## src/rtl/setvl_pkg.sv

```systemverilog
package setvl_pkg;

    localparam int XLEN    = 64;
    localparam int LEN_W   = 7;
    localparam int IDX_W   = 5;
    localparam int CR_W    = 4;
    localparam int SPARE_W = XLEN - 2 * LEN_W - 2;
    localparam logic [LEN_W-1:0] LEN_MAX = {LEN_W{1'b1}};

    // Vector-state layout, most significant field first
    typedef struct packed {
        logic [LEN_W-1:0]   mvl;
        logic [LEN_W-1:0]   vl;
        logic [SPARE_W-1:0] spare;
        logic               persist;
        logic               vfirst;
    } vstate_t;

    typedef struct packed {
        vstate_t           state;
        logic              state_we;
        logic              rt_we;
        logic [IDX_W-1:0]  rt_idx;
        logic [XLEN-1:0]   rt_data;
        logic              cr_we;
        logic [CR_W-1:0]   cr;
    } unit_out_t;

endpackage

```

## src/rtl/setvl_decode.sv

```systemverilog
module setvl_decode
    import setvl_pkg::*;
#(
    parameter logic [5:0] PRI_OPC = 6'd22,
    parameter logic [4:0] EXT_OPC = 5'd27
) (
    input  logic             valid_i,
    input  logic [31:0]      insn_i,
    output logic             hit_o,
    output logic [IDX_W-1:0] rt_o,
    output logic [IDX_W-1:0] ra_o,
    output logic [LEN_W-1:0] imm_o,
    output logic             ms_o,
    output logic             vs_o,
    output logic             vf_o,
    output logic             rc_o
);
    always_comb begin
        hit_o = valid_i && (insn_i[31:26] == PRI_OPC) && (insn_i[5:1] == EXT_OPC);
        rt_o  = insn_i[25:21];
        ra_o  = insn_i[20:16];
        imm_o = insn_i[15:9] + LEN_W'(1);   // biased length, wraps at 7 bits
        ms_o  = insn_i[8];
        vs_o  = insn_i[7];
        vf_o  = insn_i[6];
        rc_o  = insn_i[0];
    end
endmodule

```

## src/rtl/setvl_len_select.sv

```systemverilog
module setvl_len_select
    import setvl_pkg::*;
(
    input  logic             vs_i,
    input  logic             ra_zero_i,
    input  logic             rt_zero_i,
    input  logic [XLEN-1:0]  ra_val_i,
    input  logic [XLEN-1:0]  ctr_i,
    input  logic [LEN_W-1:0] imm_i,
    input  logic [LEN_W-1:0] old_vl_i,
    output logic [LEN_W-1:0] vl_o,
    output logic             sat_o
);
    logic [XLEN-1:0] reg_src;
    logic            use_reg;

    always_comb begin
        reg_src = ra_zero_i ? ctr_i : ra_val_i;
        use_reg = vs_i && !(ra_zero_i && rt_zero_i);
        sat_o   = 1'b0;
        vl_o    = old_vl_i;
        if (vs_i) begin
            if (!use_reg) begin
                vl_o = imm_i;
            end else if (reg_src > XLEN'(LEN_MAX)) begin
                vl_o  = LEN_MAX;
                sat_o = 1'b1;
            end else begin
                vl_o = reg_src[LEN_W-1:0];
            end
        end
    end
endmodule

```

## src/rtl/setvl_clamp.sv

```systemverilog
module setvl_clamp
    import setvl_pkg::*;
(
    input  logic [LEN_W-1:0] vl_i,
    input  logic [LEN_W-1:0] mvl_i,
    output logic [LEN_W-1:0] vl_o,
    output logic             clip_o
);
    always_comb begin
        clip_o = vl_i > mvl_i;
        vl_o   = clip_o ? mvl_i : vl_i;
    end
endmodule

```

## src/rtl/setvl_unit.sv

```systemverilog
module setvl_unit
    import setvl_pkg::*;
#(
    parameter logic [5:0] PRI_OPC = 6'd22,
    parameter logic [4:0] EXT_OPC = 5'd27
) (
    input  logic             clk,
    input  logic             rst_n,
    input  logic             valid_i,
    input  logic [31:0]      insn_i,
    input  logic [XLEN-1:0]  ra_val_i,
    input  logic [XLEN-1:0]  ctr_i,
    input  logic [XLEN-1:0]  state_i,
    output logic [XLEN-1:0]  state_o,
    output logic             state_we_o,
    output logic             rt_we_o,
    output logic [IDX_W-1:0] rt_idx_o,
    output logic [XLEN-1:0]  rt_data_o,
    output logic             cr_we_o,
    output logic [CR_W-1:0]  cr_o
);
    logic             hit;
    logic [IDX_W-1:0] rt_f, ra_f;
    logic [LEN_W-1:0] imm;
    logic             ms, vs, vf, rc;
    vstate_t          old_st;
    logic [LEN_W-1:0] mvl_new, vl_sel, vl_fin;
    logic             sat, clip, ovf;
    unit_out_t        out_d, out_q;

    assign old_st = vstate_t'(state_i);

    setvl_decode #(.PRI_OPC(PRI_OPC), .EXT_OPC(EXT_OPC)) u_dec (
        .valid_i(valid_i), .insn_i(insn_i), .hit_o(hit),
        .rt_o(rt_f), .ra_o(ra_f), .imm_o(imm),
        .ms_o(ms), .vs_o(vs), .vf_o(vf), .rc_o(rc)
    );

    assign mvl_new = ms ? imm : old_st.mvl;

    setvl_len_select u_sel (
        .vs_i(vs), .ra_zero_i(ra_f == '0), .rt_zero_i(rt_f == '0),
        .ra_val_i(ra_val_i), .ctr_i(ctr_i), .imm_i(imm),
        .old_vl_i(old_st.vl), .vl_o(vl_sel), .sat_o(sat)
    );

    setvl_clamp u_clamp (
        .vl_i(vl_sel), .mvl_i(mvl_new), .vl_o(vl_fin), .clip_o(clip)
    );

    assign ovf = sat | clip;

    always_comb begin
        out_d           = '0;
        out_d.state     = old_st;
        out_d.state.mvl = mvl_new;
        out_d.state.vl  = vl_fin;
        if (ms) begin
            out_d.state.vfirst  = vf;
            out_d.state.persist = 1'b0;
        end
        out_d.state_we = hit;
        out_d.rt_we    = hit && (rt_f != '0);
        out_d.rt_idx   = rt_f;
        out_d.rt_data  = XLEN'(vl_fin);
        out_d.cr_we    = hit && rc;
        out_d.cr       = {1'b0, vl_fin != '0, vl_fin == '0, ovf};
    end

    always_ff @(posedge clk) begin
        if (!rst_n) out_q <= '0;
        else        out_q <= out_d;
    end

    assign state_o    = out_q.state;
    assign state_we_o = out_q.state_we;
    assign rt_we_o    = out_q.rt_we;
    assign rt_idx_o   = out_q.rt_idx;
    assign rt_data_o  = out_q.rt_data;
    assign cr_we_o    = out_q.cr_we;
    assign cr_o       = out_q.cr;
endmodule

```

## config.mk

```make
export PLATFORM = sky130hd
export DESIGN_NAME = setvl_unit
export DESIGN_NICKNAME = d
export VERILOG_FILES = /design/src/rtl/setvl_pkg.sv /design/src/rtl/setvl_decode.sv /design/src/rtl/setvl_len_select.sv /design/src/rtl/setvl_clamp.sv /design/src/rtl/setvl_unit.sv
export SDC_FILE = /design/constraint.sdc
export NUM_CORES = 1
export LEC_CHECK = 0
export ABC_AREA = 1
export BUFFER_PORTS_ARGS = -buffer_cell sky130_fd_sc_hd__buf_2
export CAP_MARGIN = 20
export CORE_AREA = 2 2 143 145
export CTS_BUF_LIST = sky130_fd_sc_hd__clkbuf_4
export DETAILED_ROUTE_END_ITERATION = 16
export DIE_AREA = 0 0 145 147
export GPL_TIMING_DRIVEN = 0
export SYNTH_ARGS = -nofsm -noshare
export SYNTH_HDL_FRONTEND = slang
export SYNTH_SLANG_ARGS = --single-unit
```

## constraint.sdc

```tcl
create_clock -name clk -period 4.5 [get_ports clk]
set_clock_uncertainty 0.1 [all_clocks]
set_input_delay 1.125 -clock clk [delete_from_list [all_inputs] [get_ports clk]]
set_output_delay 1.125 -clock clk [all_outputs]
set_load 0.005 [all_outputs]
```

==> results of run 1 <==
[report_power, final]
group	internal (mW)	switching, mW	total (mW)
Sequential	0.705	0.0110	0.716
Clock	0.129	0.276	0.405
Combinational	0.195	0.180	0.376
[layout make-up]
| cell class | count | share of cell area |
|---|---|---|
| Multi-Input combinational cell | 382 | 0.2838 |
| Timing Repair Buffer | 308 | 0.2523 |
| Sequential cell | 75 | 0.2458 |
| Buffer | 75 | 0.08724 |
| Tap cell | 270 | 0.05529 |
| Inverter | 86 | 0.05304 |
| Clock buffer | 9 | 0.01106 |
| Clock inverter | 7 | 0.01106 |
| Antenna cell | 1 | 0.0004096 |
[metrics by stage]
stage / setup slack [ns] / std cells / hold WS, ns
after global routing: 0.2212 / 1213 / 0.7158
after floorplan: 0.8926 / 618 / 1.114
after detailed placement: -0.01569 / 1196 / 1.210
final: 0.5066 / 1213 / 0.7575
after global placement: 0.03518 / 1196 / 1.207
after CTS: 0.4493 / 1212 / 0.6970
[kinds of logic after synthesis]
family                   after synthesis  synth area share
AO/OA/AOI/OAI                         32           0.04710
XOR/XNOR                               3          0.006775
adder cells (fa/ha/maj)                8           0.02581
buffers and inverters                161            0.2210
flip-flops                            75            0.3871
multiplexers                           2          0.005161
other                                  1         0.0009668
AND/OR/NAND/NOR                      279            0.3061
[critical path, delay by kind of cell]
family / cells / cell delay, ns
adder cells (fa/ha/maj): 1 / 0.31
AND/OR/NAND/NOR: 13 / 1.57
buffers and inverters: 2 / 0.28
AO/OA/AOI/OAI: 5 / 0.95
[sequential cells by signal (all words and copies together) (netlist names)]
name and cells:
cr_o 3, cr_we_o 1, rt_data_o 7, rt_idx_o 5
rt_we_o 1, state_o 57, state_we_o 1
[per-layer routing]
| metal | share of wire | global-route usage | up-vias | routed length, um |
|---|---|---|---|---|
| li1 | - | - | 2312 | - |
| met1 | 0.39 | 0.1333 | 1798 | 5286 |
| met2 | 0.51 | 0.2355 | 242 | 6973 |
| met3 | 0.079 | 0.03075 | 16 | 1073 |
| met4 | 0.014 | 0.03317 | 4 | 196 |
| met5 | 0.0017 | 0 | - | 23 |
[synth_stat cells (all sizes together)]
cell type / instances / area, sq um
conb: 1 / 3.750
nand3: 12 / 60.06
nand3b: 2 / 27.53
a31o: 1 / 8.760
o21a: 1 / 7.510
nor2: 102 / 415.4
ha: 8 / 100.1
clkinv: 2 / 8.750
nand4: 10 / 62.56
or2: 3 / 18.77
nor4: 1 / 6.260
mux2i: 2 / 20.02
a21boi: 2 / 18.77
o21ai: 17 / 88.83
xor2: 3 / 26.28
o2111ai: 1 / 8.760
nand2: 146 / 580.6
clkbuf: 9 / 33.78
dfxtp: 75 / 1501
buf: 66 / 499.2
and2: 1 / 6.260
nor3: 2 / 10.01
inv: 84 / 315.3
a21oi: 10 / 50.05
[worst min-delay path by stage]
stage	from	endpoint	slack [ns]	cells past startpoint
detailed placement	state_i[26]	state_o[26]$_SDFF_PN0_	1.21	3
global placement	insn_i[26]	state_we_o$_SDFF_PN0_	1.21	2
floorplan	insn_i[26]	state_we_o$_SDFF_PN0_	1.11	1
global route	insn_i[26]	state_we_o$_SDFF_PN0_	0.72	2
finish	insn_i[26]	state_we_o$_SDFF_PN0_	0.76	2
CTS	insn_i[26]	state_we_o$_SDFF_PN0_	0.70	2
[placed cells by master (no fill, tap or decap), types with 2 or more instances in the layout]
cell type,instances
xor2_1,3
nand3_1,12
nor2_4,3
inv_2,2
inv_1,82
buf_4,65
clkbuf_1,9
or2_0,3
conb_1,58
clkbuf_4,9
nor2_1,95
dfxtp_1,75
clkinv_4,2
buf_2,308
mux2i_1,2
nand4_1,10
o21ai_0,11
inv_8,3
a21oi_1,10
nor2_2,4
nor3_1,2
o21ai_1,5
ha_1,8
nand2_1,135
nand2_2,10
==> flow_summary.html, run 1 <==
<table>
<tr><th>Metric</th><th>Value</th></tr>
<tr><th colspan="2">STA</th></tr>
<tr><td>Upper clock frequency limit</td><td>around 0.25 GHz</td></tr>
<tr><td>Number of hold-slack violations in the final timing report</td><td>0</td></tr>
<tr><td>Count of final max-slew check failures</td><td>0</td></tr>
<tr><td>Setup repair after global routing missed its margin</td><td>no</td></tr>
<tr><td>Total negative slack for setup checks</td><td>0 ns</td></tr>
<tr><td>Final period util</td><td>0.8874</td></tr>
<tr><td>Final period demand of the worst path</td><td>3.993 ns</td></tr>
<tr><td>Total of endpoints with negative setup slack in the final report</td><td>0</td></tr>
<tr><th colspan="2">Clock network</th></tr>
<tr><td>Root buffer cell</td><td>clkbuf_4</td></tr>
<tr><td>TritonCTS sink count</td><td>75</td></tr>
<tr><td>Quantity of gates resized following cts</td><td>0</td></tr>
<tr><td>Count of hold-fix buffers inserted at cts</td><td>0</td></tr>
<tr><td>Clk slew on worst S/H paths</td><td>0.16 ns</td></tr>
<tr><td>H-tree level count</td><td>3</td></tr>
<tr><td>Clock buffer depth</td><td>2</td></tr>
<tr><td>Total setup buffers inserted after CTS</td><td>0</td></tr>
<tr><td>Num CTS Buffers</td><td>9</td></tr>
<tr><td>TritonCTS clock tree</td><td>yes</td></tr>
<tr><th colspan="2">Detailed routing</th></tr>
<tr><td>Average routed wire per standard cell</td><td>between 10 and 15 um</td></tr>
<tr><td>Number of vias in the routed layout</td><td>4372</td></tr>
<tr><td>Final wirelength</td><td>13550 um</td></tr>
<tr><td>Detailed Route Iter0 Violations</td><td>93</td></tr>
<tr><td>Count of nets left with antenna violations after detail routing</td><td>0</td></tr>
<tr><td>Number of iterations in the first detailed-routing pass</td><td>4</td></tr>
<tr><td>Detail-routed via count per cell</td><td>3.604</td></tr>
<tr><td>Number of design rule violations left after detail routing</td><td>0</td></tr>
<tr><th colspan="2">Global routing</th></tr>
<tr><td>Global-route wire length before repair</td><td>20360 um</td></tr>
<tr><td>Via count of the first global-routing pass</td><td>4042</td></tr>
<tr><td>Number of antenna violations at the first check in global routing</td><td>7</td></tr>
<tr><td>Pin count of the biggest net entering global routing</td><td>17</td></tr>
<tr><td>Congestion Overflow GR</td><td>0</td></tr>
<tr><td>GRT Util Overall</td><td>0.1226</td></tr>
<tr><th colspan="2">Worst setup path</th></tr>
<tr><td>Kind of end point of the critical path</td><td>register</td></tr>
<tr><td>CP dominant cell by count</td><td>nand2_1</td></tr>
<tr><td>Cell-by-cell listing of the critical path</td><td>buf_2 -&gt; nor2_2 -&gt; nand3b_4 -&gt; o21ai_1 -&gt; nand2_2 -&gt; nor2_4 -&gt; nand3_1 -&gt; nand2_1 -&gt; nand2_1 -&gt; ha_1 -&gt; a21oi_1 -&gt; o21ai_0 -&gt; nand2_1 -&gt; o2111ai_1 -&gt; nand2_1 -&gt; inv_1 -&gt; o21ai_2 -&gt; nand2_2 -&gt; nor2_4 -&gt; nand2_2 -&gt; nor2_2</td></tr>
<tr><td>CP Capture Point</td><td>cr_o[1]$_SDFF_PN0_</td></tr>
<tr><td>Critical Path Source Type</td><td>input port</td></tr>
<tr><td>Source of the critical timing path</td><td>insn_i[19]</td></tr>
<tr><td>Critical Path AT</td><td>approximately 4.3 ns</td></tr>
<tr><td>Library cell contributing the largest single delay on the critical path</td><td>o21ai_1</td></tr>
<tr><td>Delay of the slowest critical-path stage</td><td>between 0.3 and 0.4 ns</td></tr>
<tr><td>Type of the worst setup path</td><td>input port to register</td></tr>
<tr><td>Maximum fanout along the worst path</td><td>8</td></tr>
<tr><td>Endpoint required time on the critical path</td><td>4.76 ns</td></tr>
<tr><th colspan="2">Placement</th></tr>
<tr><td>Post-placement cell area</td><td>approximately 6000 sq um</td></tr>
<tr><td>Detailed Place HPWL</td><td>12040 um</td></tr>
<tr><td>Number of I/O port buffers</td><td>just over 300</td></tr>
<tr><td>Final Wtd Congestion</td><td>0.8655</td></tr>
<tr><th colspan="2">Die</th></tr>
<tr><td>Site row count</td><td>52</td></tr>
<tr><td>Area enclosed by the die boundary</td><td>approximately 21000 sq um</td></tr>
<tr><td>Initial cell density of the core</td><td>0.1955</td></tr>
<tr><td>Chip Width</td><td>145 um</td></tr>
<tr><td>Boundary pin count</td><td>367</td></tr>
<tr><td>Core Footprint</td><td>19840 sq um</td></tr>
<tr><td>Die extent in y</td><td>147 um</td></tr>
<tr><th colspan="2">Job</th></tr>
<tr><td># Max-Cap Violations</td><td>0</td></tr>
<tr><th colspan="2">Synth</th></tr>
<tr><td>Area of the mapped netlist</td><td>3879 sq um</td></tr>
<tr><td>Cells after Synth</td><td>561</td></tr>
<tr><td>Flop and latch count out of synthesis</td><td>between 70 and 80</td></tr>
<tr><td>Warnings from Yosys</td><td>0</td></tr>
<tr><td>Sequential-to-total area share from yosys stat</td><td>0.3871</td></tr>
<tr><td>Count of different cell masters after synthesis</td><td>35</td></tr>
<tr><td>Mean post-synth cell area</td><td>6.914 sq um</td></tr>
<tr><th colspan="2">Power and ir drop</th></tr>
<tr><td>Power density over cell area</td><td>245.0 nW/um^2</td></tr>
<tr><td>PnR Total Power</td><td>1.497 mW</td></tr>
<tr><td>Leakage power summed over all cells</td><td>3.806 nW</td></tr>
<tr><td>Maximum VDD drop</td><td>70.76 uV</td></tr>
<tr><th colspan="2">Finish</th></tr>
<tr><td>Final design instance area without fill</td><td>6110 sq um</td></tr>
<tr><td>Area added between synthesis and finish</td><td>57.52%</td></tr>
<tr><td>Filler cell count</td><td>2205</td></tr>
<tr><td>Area used by sequential logic in the layout</td><td>1501 sq um</td></tr>
<tr><td>Share of the core filled with cells in the final layout</td><td>0.3079</td></tr>
<tr><td>Area of the multi-input gates</td><td>1734 sq um</td></tr>
<tr><td>Number of nets in the layout</td><td>1172</td></tr>
<tr><td>Share of layout cells above drive strength 1</td><td>0.4406</td></tr>
<tr><th colspan="2">Outcome</th></tr>
<tr><td>Run status</td><td>complete, no violations</td></tr>
<tr><th colspan="2">Hold path</th></tr>
<tr><td>Path class of the lowest-slack min-delay path</td><td>input port to register</td></tr>
</table>
Note: power is estimated with default switching activity, not from simulation.
==> run 2: changes to the inputs <==
Settings changed: CAP_MARGIN 20 to 10.
Clock period 4.5 ns to 4.2 ns, I/O delays scaled along.
==> run 2 against run 1 <==
Compared with the run above: setup slack worse by 0.18 ns; final area hardly changed; total power increased by 7.1%; first-iteration DRC count unchanged; worst hold slack got worse by 0.074 ns; via count shrank 0.25%; largest power group unchanged; flip-flop and latch count stayed put; sequential power increased by 7.1%.
==> flow_summary.html, run 2 (synthesis gave the netlist of run 1 again) <==
<table>
<tr><th>Metric</th><th>Value</th></tr>
<tr><th colspan="2">Global routing</th></tr>
<tr><td>Number of antenna violations at the first check in global routing</td><td>7 (unchanged)</td></tr>
<tr><td>Congestion Overflow GR</td><td>0 (unchanged)</td></tr>
<tr><td>GRT Util Overall</td><td>0.1226 (unchanged)</td></tr>
<tr><td>Global-route wire length before repair</td><td>20360 um (unchanged)</td></tr>
<tr><td>Via count of the first global-routing pass</td><td>4042 (unchanged)</td></tr>
<tr><td>Pin count of the biggest net entering global routing</td><td>17 (unchanged)</td></tr>
<tr><th colspan="2">Detailed routing</th></tr>
<tr><td>Count of nets left with antenna violations after detail routing</td><td>0 (unchanged)</td></tr>
<tr><td>Detail-routed via count per cell</td><td>3.595 (was 3.604)</td></tr>
<tr><td>Number of design rule violations left after detail routing</td><td>0 (unchanged)</td></tr>
<tr><td>Detailed Route Iter0 Violations</td><td>93 (unchanged)</td></tr>
<tr><td>Average routed wire per standard cell</td><td>11.17 um (about the same)</td></tr>
<tr><td>Final wirelength</td><td>13550 um (about the same)</td></tr>
<tr><td>Number of iterations in the first detailed-routing pass</td><td>4 (unchanged)</td></tr>
<tr><td>Number of vias in the routed layout</td><td>4361 (was 4372)</td></tr>
<tr><th colspan="2">Clock network</th></tr>
<tr><td>Quantity of gates resized following cts</td><td>0 (unchanged)</td></tr>
<tr><td>Clk slew on worst S/H paths</td><td>0.16 ns (about the same)</td></tr>
<tr><td>TritonCTS sink count</td><td>75 (unchanged)</td></tr>
<tr><td>Clock buffer depth</td><td>2 (unchanged)</td></tr>
<tr><td>Root buffer cell</td><td>clkbuf_4 (unchanged)</td></tr>
<tr><td>Num CTS Buffers</td><td>9 (unchanged)</td></tr>
<tr><td>TritonCTS clock tree</td><td>yes (unchanged)</td></tr>
<tr><td>H-tree level count</td><td>3 (unchanged)</td></tr>
<tr><td>Total setup buffers inserted after CTS</td><td>0 (unchanged)</td></tr>
<tr><td>Count of hold-fix buffers inserted at cts</td><td>0 (unchanged)</td></tr>
<tr><th colspan="2">Worst setup path</th></tr>
<tr><td>Cell-by-cell listing of the critical path</td><td>buf_2 -&gt; nor2_2 -&gt; nand3b_4 -&gt; clkinv_2 -&gt; nand2_1 -&gt; nand2_1 -&gt; nand2_2 -&gt; nor2_4 -&gt; nand3_1 -&gt; nand2_1 -&gt; nand2_1 -&gt; ha_1 -&gt; a21oi_1 -&gt; o21ai_0 -&gt; nand2_1 -&gt; o2111ai_1 -&gt; nand2_1 -&gt; inv_1 -&gt; o21ai_2 -&gt; nand2_2 -&gt; nor2_4 -&gt; nand2_2 -&gt; nor2_2 (was buf_2 -&gt; nor2_2 -&gt; nand3b_4 -&gt; o21ai_1 -&gt; nand2_2 -&gt; nor2_4 -&gt; nand3_1 -&gt; nand2_1 -&gt; nand2_1 -&gt; ha_1 -&gt; a21oi_1 -&gt; o21ai_0 -&gt; nand2_1 -&gt; o2111ai_1 -&gt; nand2_1 -&gt; inv_1 -&gt; o21ai_2 -&gt; nand2_2 -&gt; nor2_4 -&gt; nand2_2 -&gt; nor2_2)</td></tr>
<tr><td>Kind of end point of the critical path</td><td>register (unchanged)</td></tr>
<tr><td>Critical Path AT</td><td>4.13 ns (was 4.25 ns)</td></tr>
<tr><td>Critical Path Source Type</td><td>input port (unchanged)</td></tr>
<tr><td>Library cell contributing the largest single delay on the critical path</td><td>ha_1 (was o21ai_1)</td></tr>
<tr><td>Delay of the slowest critical-path stage</td><td>0.31 ns (about the same)</td></tr>
<tr><td>Endpoint required time on the critical path</td><td>4.46 ns (was 4.76 ns)</td></tr>
<tr><td>Maximum fanout along the worst path</td><td>8 (unchanged)</td></tr>
<tr><td>CP dominant cell by count</td><td>nand2_1 (unchanged)</td></tr>
<tr><td>Type of the worst setup path</td><td>input port to register (unchanged)</td></tr>
<tr><th colspan="2">Job</th></tr>
<tr><td># Max-Cap Violations</td><td>0 (unchanged)</td></tr>
<tr><th colspan="2">Finish</th></tr>
<tr><td>Share of layout cells above drive strength 1</td><td>0.4416 (was 0.4406)</td></tr>
<tr><td>Area added between synthesis and finish</td><td>57.61% (was 57.52%)</td></tr>
<tr><td>Filler cell count</td><td>2203 (was 2205)</td></tr>
<tr><td>Fin cells</td><td>1213 (unchanged)</td></tr>
<tr><td>Area of the multi-input gates</td><td>1738 sq um (was 1734 sq um)</td></tr>
<tr><td>Max FFs per register</td><td>57 (unchanged)</td></tr>
<tr><td>Area used by sequential logic in the layout</td><td>1501 sq um (unchanged)</td></tr>
<tr><td>Final design instance area without fill</td><td>6113 sq um (was 6110 sq um)</td></tr>
<tr><td>Most used cells in the layout excluding fill and tap cells</td><td>buf_2 (308), nand2_1 (135), nor2_1 (95) (unchanged)</td></tr>
<tr><td>Most common library cell in the layout ignoring fill and taps</td><td>buf_2 (unchanged)</td></tr>
<tr><td>Number of nets in the layout</td><td>1172 (unchanged)</td></tr>
<tr><th colspan="2">Outcome</th></tr>
<tr><td>Run status</td><td>complete, no violations (unchanged)</td></tr>
<tr><th colspan="2">Power and ir drop</th></tr>
<tr><td>Leakage power summed over all cells</td><td>3.807 nW (was 3.806 nW)</td></tr>
<tr><td>Power density over cell area</td><td>262.3 nW/um^2 (was 245.0 nW/um^2)</td></tr>
<tr><td>PnR Total Power</td><td>1.604 mW (was 1.497 mW)</td></tr>
<tr><td>Maximum VDD drop</td><td>75.83 uV (was 70.76 uV)</td></tr>
<tr><th colspan="2">Hold path</th></tr>
<tr><td>Hold_sp</td><td>insn_i[26] (unchanged)</td></tr>
<tr><td>Path class of the lowest-slack min-delay path</td><td>input port to register (unchanged)</td></tr>
<tr><td>Worst hold endpoint</td><td>state_we_o$_SDFF_PN0_ (unchanged)</td></tr>
<tr><td>Hold-critical path depth</td><td>2 (unchanged)</td></tr>
<tr><th colspan="2">STA</th></tr>
<tr><td>Final period demand of the worst path</td><td>~3.9 ns</td></tr>
<tr><td>Total of endpoints with negative setup slack in the final report</td><td>0 (unchanged)</td></tr>
<tr><td>Worst-case setup margin in the final layout</td><td>0.3252 ns (was 0.5066 ns)</td></tr>
<tr><td>Setup repair after global routing missed its margin</td><td>no (unchanged)</td></tr>
<tr><td>Number of hold-slack violations in the final timing report</td><td>0 (unchanged)</td></tr>
<tr><td>Final period util</td><td>0.9226</td></tr>
<tr><td>Count of final max-slew check failures</td><td>0 (unchanged)</td></tr>
<tr><td>Upper clock frequency limit</td><td>0.2581 GHz</td></tr>
<tr><td>Total negative slack for setup checks</td><td>0 ns (unchanged)</td></tr>
<tr><th colspan="2">Die</th></tr>
<tr><td>Die extent in y</td><td>147 um (unchanged)</td></tr>
<tr><td>Site row count</td><td>52 (unchanged)</td></tr>
<tr><td>Area enclosed by the die boundary</td><td>21320 sq um (unchanged)</td></tr>
<tr><td>Initial cell density of the core</td><td>0.1955 (unchanged)</td></tr>
<tr><td>Chip Width</td><td>145 um (unchanged)</td></tr>
<tr><td>Core Footprint</td><td>19840 sq um (unchanged)</td></tr>
<tr><td>Boundary pin count</td><td>367 (unchanged)</td></tr>
<tr><th colspan="2">Placement</th></tr>
<tr><td>Detailed Place HPWL</td><td>12040 um (unchanged)</td></tr>
<tr><td>Worst-case setup slack after placement</td><td>-0.2407 ns (was -0.01569 ns)</td></tr>
<tr><td>Placed Cells</td><td>1196 (unchanged)</td></tr>
<tr><td>Number of I/O port buffers</td><td>308 (unchanged)</td></tr>
<tr><td>Final Wtd Congestion</td><td>0.8655 (unchanged)</td></tr>
<tr><td>Post-placement cell area</td><td>5972 sq um (unchanged)</td></tr>
</table>
-- run 2: cell counts in the layout (fill, tap and decap cells not counted) --
No cell type changed its count.
-- run 2: worst max-delay path by stage --
stage | startpoint | endpoint | slack [ns] | depth (start not counted)
after global routing | insn_i[19] | cr_o[1]$_SDFF_PN0_ | 0.04 | 23
after detailed placement | insn_i[19] | cr_o[1]$_SDFF_PN0_ | -0.24 | 21
after global placement | insn_i[17] | cr_o[2]$_SDFF_PN0_ | -0.19 | 20
final | insn_i[19] | cr_o[1]$_SDFF_PN0_ | 0.33 | 23
after floorplan | insn_i[19] | cr_o[2]$_SDFF_PN0_ | 0.67 | 21
after CTS | insn_i[19] | cr_o[1]$_SDFF_PN0_ | 0.22 | 21
-- run 2: layout make-up --
type | count | share of cell area
Multi-Input combinational cell | 382 | 0.2843
Timing Repair Buffer | 308 | 0.2521
Sequential cell | 75 | 0.2456
Buffer | 75 | 0.08719
Tap cell | 270 | 0.05526
Inverter | 86 | 0.05301
Clock buffer | 9 | 0.01105
Clock inverter | 7 | 0.01105
Antenna cell | 1 | 0.0004093
-- run 2: metrics by stage --
step	hold WS, ns	util
after floorplan	1.039	-
after global placement	1.132	0.3009
after detailed placement	1.135	0.3009
after CTS	0.6220	0.3078
after global routing	0.6408	0.3081
final	0.6832	0.3081
-- run 2: power breakdown --
part | total [mW] | internal, mW | switching (mW)
clock | 0.434 | 0.138 | 0.296
combinational | 0.402 | 0.209 | 0.193
sequential | 0.767 | 0.755 | 0.0118
total | 1.60 | 1.10 | 0.501
-- run 2: critical path, delay by kind of cell --
family / cells / cell delay (ns)
simple gates: 15 / 1.65
compound gates: 4 / 0.65
buf+inv: 3 / 0.46
fa+ha+maj: 1 / 0.31
-- run 2: routing by layer --
layer / global-route usage / share of wire
met5: 0 / 0.0017
met4: 0.03317 / 0.014
met3: 0.03075 / 0.082
met2: 0.2355 / 0.51
met1: 0.1333 / 0.39
==> run 3: changes to the inputs <==
Clock period 4.2 ns to 4 ns, I/O delays scaled along.
==> run 3 against run 2 <==
Compared with the run above: clock power grew 4.8%; worst hold slack lost 0.049 ns; utilization increased by 0.088 points; critical path depth unchanged; setup slack gained 0.038 ns; first-iteration DRC count decreased by 13%.
==> flow_summary.html, run 3 (synthesis gave the netlist of run 1 again) <==
<table>
<tr><th>Metric</th><th>Value</th></tr>
<tr><th colspan="2">Power and ir drop</th></tr>
<tr><td>Maximum VDD drop</td><td>79.73 uV (was 75.83 uV)</td></tr>
<tr><td>Leakage power summed over all cells</td><td>3.817 nW (was 3.807 nW)</td></tr>
<tr><td>Switching fraction of total power</td><td>0.3112 (was 0.3123)</td></tr>
<tr><td>PnR Total Power</td><td>1.690 mW (was 1.604 mW)</td></tr>
<tr><td>Switching power total</td><td>0.5260 mW (was 0.5008 mW)</td></tr>
<tr><td>Combinational share of power</td><td>0.254 (was 0.251)</td></tr>
<tr><td>Internal power of the cells</td><td>1.164 mW (was 1.103 mW)</td></tr>
<tr><td>Power density over cell area</td><td>275.6 nW/um^2 (was 262.3 nW/um^2)</td></tr>
<tr><td>Power share of the clock group</td><td>0.269 (was 0.271)</td></tr>
<tr><td>Part of the power in registers</td><td>0.477 (was 0.478)</td></tr>
<tr><th colspan="2">STA</th></tr>
<tr><td>Final Hold Slack</td><td>0.6344 ns (was 0.6832 ns)</td></tr>
<tr><td>Upper clock frequency limit</td><td>approximately 0.27 GHz</td></tr>
<tr><td>Final period demand of the worst path</td><td>3.637 ns</td></tr>
<tr><td>Count of final max-slew check failures</td><td>0 (unchanged)</td></tr>
<tr><td>Setup repair after global routing missed its margin</td><td>no (unchanged)</td></tr>
<tr><td>Final period util</td><td>0.9093</td></tr>
<tr><td>Total of endpoints with negative setup slack in the final report</td><td>0 (unchanged)</td></tr>
<tr><td>Number of hold-slack violations in the final timing report</td><td>0 (unchanged)</td></tr>
<tr><th colspan="2">Die</th></tr>
<tr><td>Boundary pin count</td><td>367 (unchanged)</td></tr>
<tr><td>Chip Width</td><td>145 um (unchanged)</td></tr>
<tr><td>Die extent in y</td><td>147 um (unchanged)</td></tr>
<tr><td>Site row count</td><td>52 (unchanged)</td></tr>
<tr><td>Area enclosed by the die boundary</td><td>21320 sq um (unchanged)</td></tr>
<tr><td>Initial cell density of the core</td><td>0.1955 (unchanged)</td></tr>
<tr><td>Core Footprint</td><td>19840 sq um (unchanged)</td></tr>
<tr><th colspan="2">Global routing</th></tr>
<tr><td>GRT Util Overall</td><td>0.1226 (unchanged)</td></tr>
<tr><td>Global-route wire length before repair</td><td>20360 um (unchanged)</td></tr>
<tr><td>Pin count of the biggest net entering global routing</td><td>17 (unchanged)</td></tr>
<tr><td>Number of antenna violations at the first check in global routing</td><td>7 (unchanged)</td></tr>
<tr><td>Congestion Overflow GR</td><td>0 (unchanged)</td></tr>
<tr><td>Via count of the first global-routing pass</td><td>4042 (unchanged)</td></tr>
<tr><th colspan="2">Placement</th></tr>
<tr><td>Detailed Place HPWL</td><td>12040 um (unchanged)</td></tr>
<tr><td>Final Wtd Congestion</td><td>0.8655 (unchanged)</td></tr>
<tr><td>Number of I/O port buffers</td><td>308 (unchanged)</td></tr>
<tr><th colspan="2">Clock network</th></tr>
<tr><td>Count of hold-fix buffers inserted at cts</td><td>0 (unchanged)</td></tr>
<tr><td>Root buffer cell</td><td>clkbuf_4 (unchanged)</td></tr>
<tr><td>H-tree level count</td><td>3 (unchanged)</td></tr>
<tr><td>Clk slew on worst S/H paths</td><td>0.16 ns (about the same)</td></tr>
<tr><td>Clock buffer depth</td><td>2 (unchanged)</td></tr>
<tr><td>TritonCTS clock tree</td><td>yes (unchanged)</td></tr>
<tr><td>Num CTS Buffers</td><td>9 (unchanged)</td></tr>
<tr><td>TritonCTS sink count</td><td>75 (unchanged)</td></tr>
<tr><th colspan="2">Finish</th></tr>
<tr><td>Number of nets in the layout</td><td>1174 (was 1172)</td></tr>
<tr><td>Filler cell count</td><td>2202 (was 2203)</td></tr>
<tr><td>Area added between synthesis and finish</td><td>58.06% (was 57.61%)</td></tr>
<tr><td>Max FFs per register</td><td>57 (unchanged)</td></tr>
<tr><td>Share of layout cells above drive strength 1</td><td>0.4439 (was 0.4416)</td></tr>
<tr><td>Most used cells in the layout excluding fill and tap cells</td><td>buf_2 (308), nand2_1 (134), nor2_1 (95) (was buf_2 (308), nand2_1 (135), nor2_1 (95))</td></tr>
<tr><td>Most common library cell in the layout ignoring fill and taps</td><td>buf_2 (unchanged)</td></tr>
<tr><th colspan="2">Outcome</th></tr>
<tr><td>Run status</td><td>complete, no violations (unchanged)</td></tr>
<tr><th colspan="2">Worst setup path</th></tr>
<tr><td>Kind of end point of the critical path</td><td>register (unchanged)</td></tr>
<tr><td>Critical Path Source Type</td><td>input port (unchanged)</td></tr>
<tr><td>Maximum fanout along the worst path</td><td>8 (unchanged)</td></tr>
<tr><td>Endpoint required time on the critical path</td><td>4.25 ns (was 4.46 ns)</td></tr>
<tr><td>Critical Path AT</td><td>3.89 ns (was 4.13 ns)</td></tr>
<tr><td>Type of the worst setup path</td><td>input port to register (unchanged)</td></tr>
<tr><th colspan="2">Job</th></tr>
<tr><td># Max-Cap Violations</td><td>0 (unchanged)</td></tr>
<tr><th colspan="2">Detailed routing</th></tr>
<tr><td>Number of vias in the routed layout</td><td>4370 (was 4361)</td></tr>
<tr><td>Final wirelength</td><td>13500 um (was 13550 um)</td></tr>
<tr><td>Average routed wire per standard cell</td><td>11.11 um (was 11.17 um)</td></tr>
<tr><td>Detail-routed via count per cell</td><td>3.597 (was 3.595)</td></tr>
<tr><td>Count of nets left with antenna violations after detail routing</td><td>0 (unchanged)</td></tr>
<tr><td>Number of iterations in the first detailed-routing pass</td><td>4 (unchanged)</td></tr>
<tr><td>Number of design rule violations left after detail routing</td><td>0 (unchanged)</td></tr>
<tr><td>Detailed Route Iter0 Violations</td><td>81 (was 93)</td></tr>
<tr><th colspan="2">Hold path</th></tr>
<tr><td>Path class of the lowest-slack min-delay path</td><td>input port to register (unchanged)</td></tr>
</table>
run 3: worst paths after layout:
kind	depth (start not counted)	slack, ns	start	end
max	23	0.36	insn_i[19]	cr_o[1]$_SDFF_PN0_
min	2	0.63	insn_i[26]	state_we_o$_SDFF_PN0_
run 3: repair_timing:
| action | CTS | global route |
|---|---|---|
| endpoints found under the setup margin | 0 | 2 |
| setup buffers | 0 | 2 |
| resized for setup | 0 | 2 |
run 3: layout make-up:
cell class / count / area (sq um) / share of cell area
Multi-Input combinational cell: 382 / 1740 / 0.2839
Timing Repair Buffer: 310 / 1556 / 0.2539
Sequential cell: 75 / 1501 / 0.2449
Buffer: 75 / 533.0 / 0.08694
Tap cell: 270 / 337.8 / 0.05510
Inverter: 86 / 324.1 / 0.05286
Clock buffer: 9 / 67.56 / 0.01102
Clock inverter: 7 / 67.56 / 0.01102
Antenna cell: 1 / 2.502 / 0.0004082
run 3: worst max-delay path, cell delays in order:
cell and delay, ns:
buf_2 0.10, nor2_2 0.14, nand3b_4 0.20, clkinv_2 0.17, nand2_1 0.06, nand2_1 0.07, nand2_2 0.06, nor2_4 0.18
nand3_1 0.11, nand2_1 0.10, nand2_1 0.06, ha_1 0.30, a21oi_1 0.14, o21ai_0 0.10, nand2_1 0.08, o2111ai_1 0.19
nand2_2 0.15, inv_1 0.12, o21ai_2 0.22, nand2_2 0.08, nor2_4 0.12, nand2_2 0.06, nor2_2 0.06
run 3: per-stage QoR:
stage                     setup slack, ns  std cells  area, sq um    util  TNS, ns
after floorplan                    0.5176        618         4093       -        0
after global placement            -0.3398       1196         5972  0.3009   -1.384
after detailed placement          -0.3907       1196         5972  0.3009   -1.730
after CTS                         0.07431       1212         6107  0.3078        0
after global routing              0.07761       1215         6131  0.3090        0
final                              0.3629       1215         6131  0.3090        0
run 3: per-layer routing:
metal	part of all wire	global-route usage	up-vias
met2	0.51	0.2355	241
met4	0.017	0.03317	4
li1	-	-	2316
met5	0.0017	0	-
met3	0.077	0.03075	18
met1	0.39	0.1333	1791
run 3: power groups by stage:
| stage | clock network [mW] | registers, mW | logic [mW] |
|---|---|---|---|
| after floorplan | 0 | 0.830 | 0.209 |
| after global placement | 0 | 0.822 | 0.419 |
| after detailed placement | 0 | 0.823 | 0.422 |
| after CTS | 0.486 | 0.806 | 0.424 |
| after global routing | 0.522 | 0.811 | 0.484 |
| final | 0.455 | 0.805 | 0.429 |
